## config.mk

```make
export PLATFORM = sky130hd
export DESIGN_NAME = strobed_byte_store
export DESIGN_NICKNAME = d
export VERILOG_FILES = /design/src/rtl/sbs_pkg.sv /design/src/rtl/sbs_sync.sv /design/src/rtl/sbs_decode.sv /design/src/rtl/sbs_bank.sv /design/src/rtl/strobed_byte_store.sv
export SDC_FILE = /design/constraint.sdc
export NUM_CORES = 1
export LEC_CHECK = 0
export BUFFER_PORTS_ARGS = -buffer_cell sky130_fd_sc_hd__buf_2
export CAP_MARGIN = 20
export CORE_MARGIN = 2
export CORE_UTILIZATION = 50
export CTS_CLUSTER_SIZE = 16
export DETAILED_ROUTE_END_ITERATION = 12
export PLACE_DENSITY = 0.72
export SYNTH_ARGS = -nofsm -noshare
export SYNTH_HDL_FRONTEND = slang
export SYNTH_SLANG_ARGS = --single-unit
export TNS_END_PERCENT = 30
```

## constraint.sdc

```tcl
create_clock -name clk -period 3.23 [get_ports clk]
set_clock_uncertainty 0.15 [all_clocks]
set_input_delay 0.323 -clock clk [delete_from_list [all_inputs] [get_ports clk]]
set_output_delay 0.323 -clock clk [all_outputs]
set_load 0.03 [all_outputs]
```

## src/rtl/sbs_pkg.sv

```systemverilog
package sbs_pkg;
  localparam int unsigned SBS_NREG   = 3;
  localparam int unsigned SBS_DW     = 8;
  localparam int unsigned SBS_STAGES = 2;
endpackage

```

## src/rtl/sbs_sync.sv

```systemverilog
module sbs_sync #(
  parameter int unsigned W      = 4,
  parameter int unsigned STAGES = 2,
  parameter logic [W-1:0] RST_VAL = '0
) (
  input  logic         clk,
  input  logic         rst_n,
  input  logic [W-1:0] d_i,
  output logic [W-1:0] q_o
);
  logic [W-1:0] stage_q [STAGES];

  for (genvar s = 0; s < STAGES; s++) begin : g_stage
    if (s == 0) begin : g_first
      always_ff @(posedge clk or negedge rst_n) begin
        if (!rst_n) stage_q[s] <= RST_VAL;
        else        stage_q[s] <= d_i;
      end
    end else begin : g_rest
      always_ff @(posedge clk or negedge rst_n) begin
        if (!rst_n) stage_q[s] <= RST_VAL;
        else        stage_q[s] <= stage_q[s-1];
      end
    end
  end

  assign q_o = stage_q[STAGES-1];
endmodule

```

## src/rtl/sbs_decode.sv

```systemverilog
module sbs_decode #(
  parameter int unsigned NREG = 3,
  parameter int unsigned AW   = 2
) (
  input  logic            clk,
  input  logic            rst_n,
  input  logic [AW-1:0]   sel_s,
  input  logic            strobe_n_s,
  input  logic            dir_s,
  output logic [NREG-1:0] oe_n,
  output logic [NREG-1:0] wclk,
  output logic [NREG-1:0] wr_pulse
);
  logic dir_prev_q;
  logic dir_rise;

  always_ff @(posedge clk or negedge rst_n) begin
    if (!rst_n) dir_prev_q <= 1'b0;
    else        dir_prev_q <= dir_s;
  end

  assign dir_rise = dir_s & ~dir_prev_q;

  for (genvar i = 0; i < NREG; i++) begin : g_line
    logic hit;
    assign hit         = ~strobe_n_s && (sel_s == AW'(i));
    assign oe_n[i]     = ~(hit & ~dir_s);
    assign wclk[i]     = hit & dir_s;
    assign wr_pulse[i] = hit & dir_rise;
  end
endmodule

```

## src/rtl/sbs_bank.sv

```systemverilog
module sbs_bank #(
  parameter int unsigned NREG = 3,
  parameter int unsigned DW   = 8
) (
  input  logic               clk,
  input  logic               rst_n,
  input  logic [NREG-1:0]    wr_pulse,
  input  logic [DW-1:0]      wr_data,
  input  logic [NREG-1:0]    oe_n,
  output logic [NREG*DW-1:0] mem_flat,
  output logic [DW-1:0]      rd_data,
  output logic               rd_valid
);
  logic [DW-1:0] cell_q [NREG];

  for (genvar i = 0; i < NREG; i++) begin : g_cell
    always_ff @(posedge clk or negedge rst_n) begin
      if (!rst_n)           cell_q[i] <= '0;
      else if (wr_pulse[i]) cell_q[i] <= wr_data;
    end
    assign mem_flat[i*DW +: DW] = cell_q[i];
  end

  always_comb begin
    rd_data = '0;
    for (int i = 0; i < NREG; i++) begin
      if (!oe_n[i]) rd_data = rd_data | cell_q[i];
    end
  end

  assign rd_valid = ~&oe_n;
endmodule

```

## src/rtl/strobed_byte_store.sv

```systemverilog
module strobed_byte_store
  import sbs_pkg::*;
#(
  parameter int unsigned NREG   = SBS_NREG,
  parameter int unsigned DW     = SBS_DW,
  parameter int unsigned STAGES = SBS_STAGES,
  localparam int unsigned AW    = $clog2(NREG + 1),
  localparam int unsigned SW    = 2 + AW + DW
) (
  input  logic            clk,
  input  logic            rst_n,
  input  logic [AW-1:0]   sel_i,
  input  logic            strobe_n_i,
  input  logic            dir_i,
  input  logic [DW-1:0]   wr_data_i,
  output logic [DW-1:0]   rd_data_o,
  output logic            rd_valid_o,
  output logic [NREG-1:0] oe_n_o,
  output logic [NREG-1:0] wclk_o
);
  localparam logic [SW-1:0] SYNC_RST = {1'b1, {(SW-1){1'b0}}};

  logic [SW-1:0]      raw_bus, sync_bus;
  logic               strobe_n_s, dir_s;
  logic [AW-1:0]      sel_s;
  logic [DW-1:0]      wdata_s;
  logic [NREG-1:0]    wr_pulse;
  logic [NREG*DW-1:0] mem_flat;

  assign raw_bus = {strobe_n_i, dir_i, sel_i, wr_data_i};

  sbs_sync #(.W(SW), .STAGES(STAGES), .RST_VAL(SYNC_RST)) u_sync (
    .clk(clk), .rst_n(rst_n), .d_i(raw_bus), .q_o(sync_bus)
  );

  assign {strobe_n_s, dir_s, sel_s, wdata_s} = sync_bus;

  sbs_decode #(.NREG(NREG), .AW(AW)) u_dec (
    .clk(clk), .rst_n(rst_n), .sel_s(sel_s), .strobe_n_s(strobe_n_s),
    .dir_s(dir_s), .oe_n(oe_n_o), .wclk(wclk_o), .wr_pulse(wr_pulse)
  );

  sbs_bank #(.NREG(NREG), .DW(DW)) u_bank (
    .clk(clk), .rst_n(rst_n), .wr_pulse(wr_pulse), .wr_data(wdata_s),
    .oe_n(oe_n_o), .mem_flat(mem_flat), .rd_data(rd_data_o),
    .rd_valid(rd_valid_o)
  );
endmodule

```

# Word-level counts from Yosys, hierarchy flattened
# Cells that the tools add are included.
# op_classes
eq_ne	2
muxes	3
bitwise_logic	18
reduce_logical	6
# ops
cell	n
$mux W8	3
$or A8 B8 Y8	2
$and A1 B1 Y1	10
$not A1 Y1	6
$logic_and A1 B1 Y1	3
$reduce_and A3 Y1	1
$eq A2 B1 Y1 const B	1
$eq A2 B2 Y1 const B	1
$logic_not A2 Y1	1
$logic_not A1 Y1	1
# word_totals
register_bits	49
inputBits	14
output_inout_bits	15

# Longest topological paths before layout
# logic_depth
depth_word	8
ltp_mapped	5

# Hierarchy
# From an unflattened synthesis, not the netlist that was laid out.
# hier_totals
hier_cells	151
hier_area_um2	1908.1
# modules_own_cells
mod	n_inst	cells_each	area_each_um2	seq_area_each_um2
sbs_bank	1	102	1097.3	600.6
sbs_sync	1	36	693.2	603.1
sbs_decode	1	13	117.6	25.0

# Worst setup path before layout
# Ideal clock, no wire load.
# synth_path
path_type	reg-to-output
start	register u_sync.stage_q, in the netlist u_sync.q_o[8]
end	output rd_data_o[1]
t_arrival_ns	1.484
slack_ns	1.273
stages_incl_launch_ff	6
n_path_buf	2
path_cell_list	dfrtp_1 > buf_4 > buf_6 > mux2i_1 > or2_2 > a21oi_1
# synth_via
elab_chain_cells	8
# synth_rtl
item	line	rtl
start, declared	sbs_sync.sv:11	logic [W-1:0] stage_q [STAGES];
start signal, assigned by index	sbs_sync.sv:22	else stage_q[s] <= stage_q[s-1];
$logic_not A2 Y1	sbs_decode.sv:26	assign hit = ~strobe_n_s && (sel_s == AW'(i));
$logic_and A1 B1 Y1	sbs_decode.sv:26	
$and A1 B1 Y1	sbs_decode.sv:27	assign oe_n[i] = ~(hit & ~dir_s);
$mux W8	sbs_bank.sv:27	if (!oe_n[i]) rd_data = rd_data | cell_q[i];
$or A8 B8 Y8	sbs_bank.sv:27	
$mux W8	sbs_bank.sv:27	
$or A8 B8 Y8	sbs_bank.sv:27	
$mux W8 (*)	sbs_bank.sv:27	
end, declared	strobed_byte_store.sv:16	output logic [DW-1:0] rd_data_o,
# Every way passes the cells marked *; elsewhere a longest branch is shown, timed or not.

# Worst setup path in the final report
# layout_path
start	register u_sync.stage_q, in the netlist u_sync.q_o[8]
end	output rd_data_o[4]
# Same word-level chain as after synthesis.

==> impl_metrics.tcl <==
set metrics [dict create \
    outcome "finished, final reports clean" \
    netlist_instances 127 \
    synth.distinct_cells 18 \
    period_share_pct 74.5 \
    hold_buffers 12 \
    die_w_um 64.8 \
    rsz0062_at_grt "no" \
    place_hpwl_um 2010 \
    antenna_found_initial 0 \
    powerDensity_nw_per_um2 577 \
    critPathCaptureType "output pin" \
    worst_slack_ns 0.823 \
    criticalPathCategory "register to output pin" \
    gp_congestion 0.757 \
    first_iter_violations 53 \
    grt_pass1_vias 1078 \
    drc 0 \
    nNetsFinal 185 \
    post_cts_resized 0 \
    worst_slew_pin_slew_ns 0.638 \
    fmax_mhz 415 \
    power_frac_clock_pct 28.9 \
    dieArea_um2 4190 \
    totalWireLength_um 3240 \
    post-place-ws_ns 1.14 \
    core_um2 3610 \
    clkLatencyLatePin_ns 0.30 \
    grt_max_degree 50 \
    synth.avg_cell_area_um2 14.5 \
    firstDrtPassIters 3 \
    ys_seq_area_share_pct 66.6 \
    ir_worst_vdd_mv 0.352 \
    antenna-diode-count 0 \
    crit_path_start_kind "register" \
    synth_area_um2 1850 \
    internal-power_uw 995 \
    drtAntennaViolNets 0 \
    cts.sinks 49 \
    synth-warning-count 0 \
    ios 29 \
    maxSlewHeadroom_pct 57.4 \
    cts_tree "built" \
    port_buffers 28 \
    overflow 0 \
    cp.arrival_ns 1.93 \
    cts_root_buf "clkbuf_8" \
    core.rowCount 22 \
    maxSlewViolCount 0 \
    track_usage_pct 17.7 \
    fin_tns_setup_ns 0 \
    p_sw_share_pct 23.7 \
    h-tree-depth 2 \
    ys_ff_latch 49 \
    finalHoldViolations 0 \
    clk_path_buf_depth 2 \
    syn_to_final_growth_pct 22.4 \
    p_sw_uw 309 \
    power.total_mw 1.30 \
    syn-num-nets 141 \
    postCtsSetupRepairBufs 0 \
    p_seq_share_pct 57.4 \
    clk_pin_slew_ns 0.08 \
    cap_violations 0 \
    drive_gt1_share_pct 44.8 \
    die_h_um 64.8 \
    p_comb_share_pct 13.7 \
    nFillCells 278 \
    routed-via-count 1094 \
    required_ns 2.76 \
    setup_viol 0 \
    period_needed_ns 2.41 \
    grt_first_pass_wirelength_um 5200 \
    crit_fanout 15 \
    start_util_pct 51.2 \
    wl_per_cell_um 14.7 \
    vias_per_cell 4.97 \
    hold_class "register to register" \
    leakagePower_nw 1.05 \
    cts_buffers 5 \
]
==> path summary, 6_finish.rpt <==
path                                              start                               to  slack [ns]  depth (start not counted)
min in group asynchronous                         rst_n     u_sync.stage_q[21]$_DFF_PN0_        0.34                          2
min                        u_sync.stage_q[15]$_DFF_PN0_          u_sync.q_o[3]$_DFF_PN0_        0.20                          0
max in group asynchronous                         rst_n     u_sync.stage_q[15]$_DFF_PN0_        2.10                          3
max reg2reg                     u_sync.q_o[8]$_DFF_PN0_  u_bank.mem_flat[21]$_DFFE_PN0P_        1.22                          3
min reg2reg                u_sync.stage_q[15]$_DFF_PN0_          u_sync.q_o[3]$_DFF_PN0_        0.20                          0
max                             u_sync.q_o[8]$_DFF_PN0_                     rd_data_o[4]        0.82                          4
==> placed cells by master, fill, tap and decap left out <==
| cell type | instances |
|---|---|
| dlygate4sd3_1 | 13 |
| nand2b_1 | 1 |
| clkinv_2 | 1 |
| or2_2 | 9 |
| a21oi_1 | 9 |
| dfrtp_1 | 47 |
| dfstp_2 | 2 |
| nor3_1 | 1 |
| mux2_2 | 24 |
| mux2i_1 | 8 |
| nor2b_2 | 1 |
| clkbuf_8 | 7 |
| nor2_1 | 2 |
| nand2_2 | 3 |
| nor2b_1 | 1 |
| nor3b_1 | 2 |
| nand2_1 | 11 |
| buf_12 | 1 |
| buf_2 | 28 |
| nor3b_4 | 1 |
==> power groups by stage <==
stage	registers, mW	logic (mW)	clock network (mW)
floorplan	0.740	0.131	0
global placement	0.756	0.157	0
detailed placement	0.761	0.166	0
CTS	0.749	0.178	0.391
global route	0.759	0.197	0.419
finish	0.749	0.179	0.377
==> final cells by class <==
| type | count | area [µm²] | share of cell area [%] |
|---|---|---|---|
| repair buffers | 42 | 290 | 12.8 |
| multi-input cells | 73 | 579 | 25.6 |
| clock inverters | 1 | 5.00 | 0.221 |
| well taps | 48 | 60.1 | 2.66 |
| clock buffers | 7 | 96.3 | 4.26 |
| flip-flops and latches | 49 | 1230 | 54.4 |
==> per-stage QoR <==
step,utilization [%],hold slack [ns],cells,cell area (µm²)
after floorplan,-,-0.123,127,1850
after global placement,55.7,0.181,198,2010
after detailed placement,55.7,0.185,198,2010
after CTS,61.8,0.0788,218,2230
after global routing,62.7,0.208,220,2260
final,62.7,0.198,220,2260
==> registers in the layout, indices dropped and copies added, names as in the netlist <==
| name | flops |
|---|---|
| u_sync.stage_q | 12 |
| u_dec.dir_prev_q | 1 |
| u_bank.mem_flat | 24 |
| u_sync.q_o | 12 |
==> layer usage <==
layer	vias to the layer above	routed length [µm]	global-route usage, %
li1	517	-	-
met1	550	1340	20.2
met5	-	0	0
met3	7	113	5.73
met4	0	81	10.4
met2	20	1710	29.0
==> cells in the mapped netlist <==
master	number	share of area [%]
dfrtp_1	47	64
mux2_2	24	15
nand2_1	11	2.2
a21oi_1	9	2.4
or2_2	9	3.1
mux2i_1	8	4.3
nand2_2	3	1.0
buf_6	2	1.2
clkbuf_1	2	0.41
dfstp_2	2	2.8
nor2_1	2	0.41
nor3b_1	2	0.81
buf_4	1	0.41
nand2b_1	1	0.34
nor2b_1	1	0.34
nor2b_2	1	0.47
nor3_1	1	0.27
nor3b_4	1	1.0
==> logic make-up after synthesis <==
kind of cell           share of synthesized area [%]
flip-flops                                      66.6
multiplexers                                    19.0
AND/OR/NAND/NOR                                 9.97
AO/OA/AOI/OAI                                   2.44
buffers and inverters                           2.03
==> worst max-delay path, cell delays in order, from the launching register on <==
cell	delay, ns
dfrtp_1	0.62
nor2b_2	0.50
nand2_1	0.10
a21oi_1	0.19
buf_2	0.22
(Power assumes the default switching activity.)
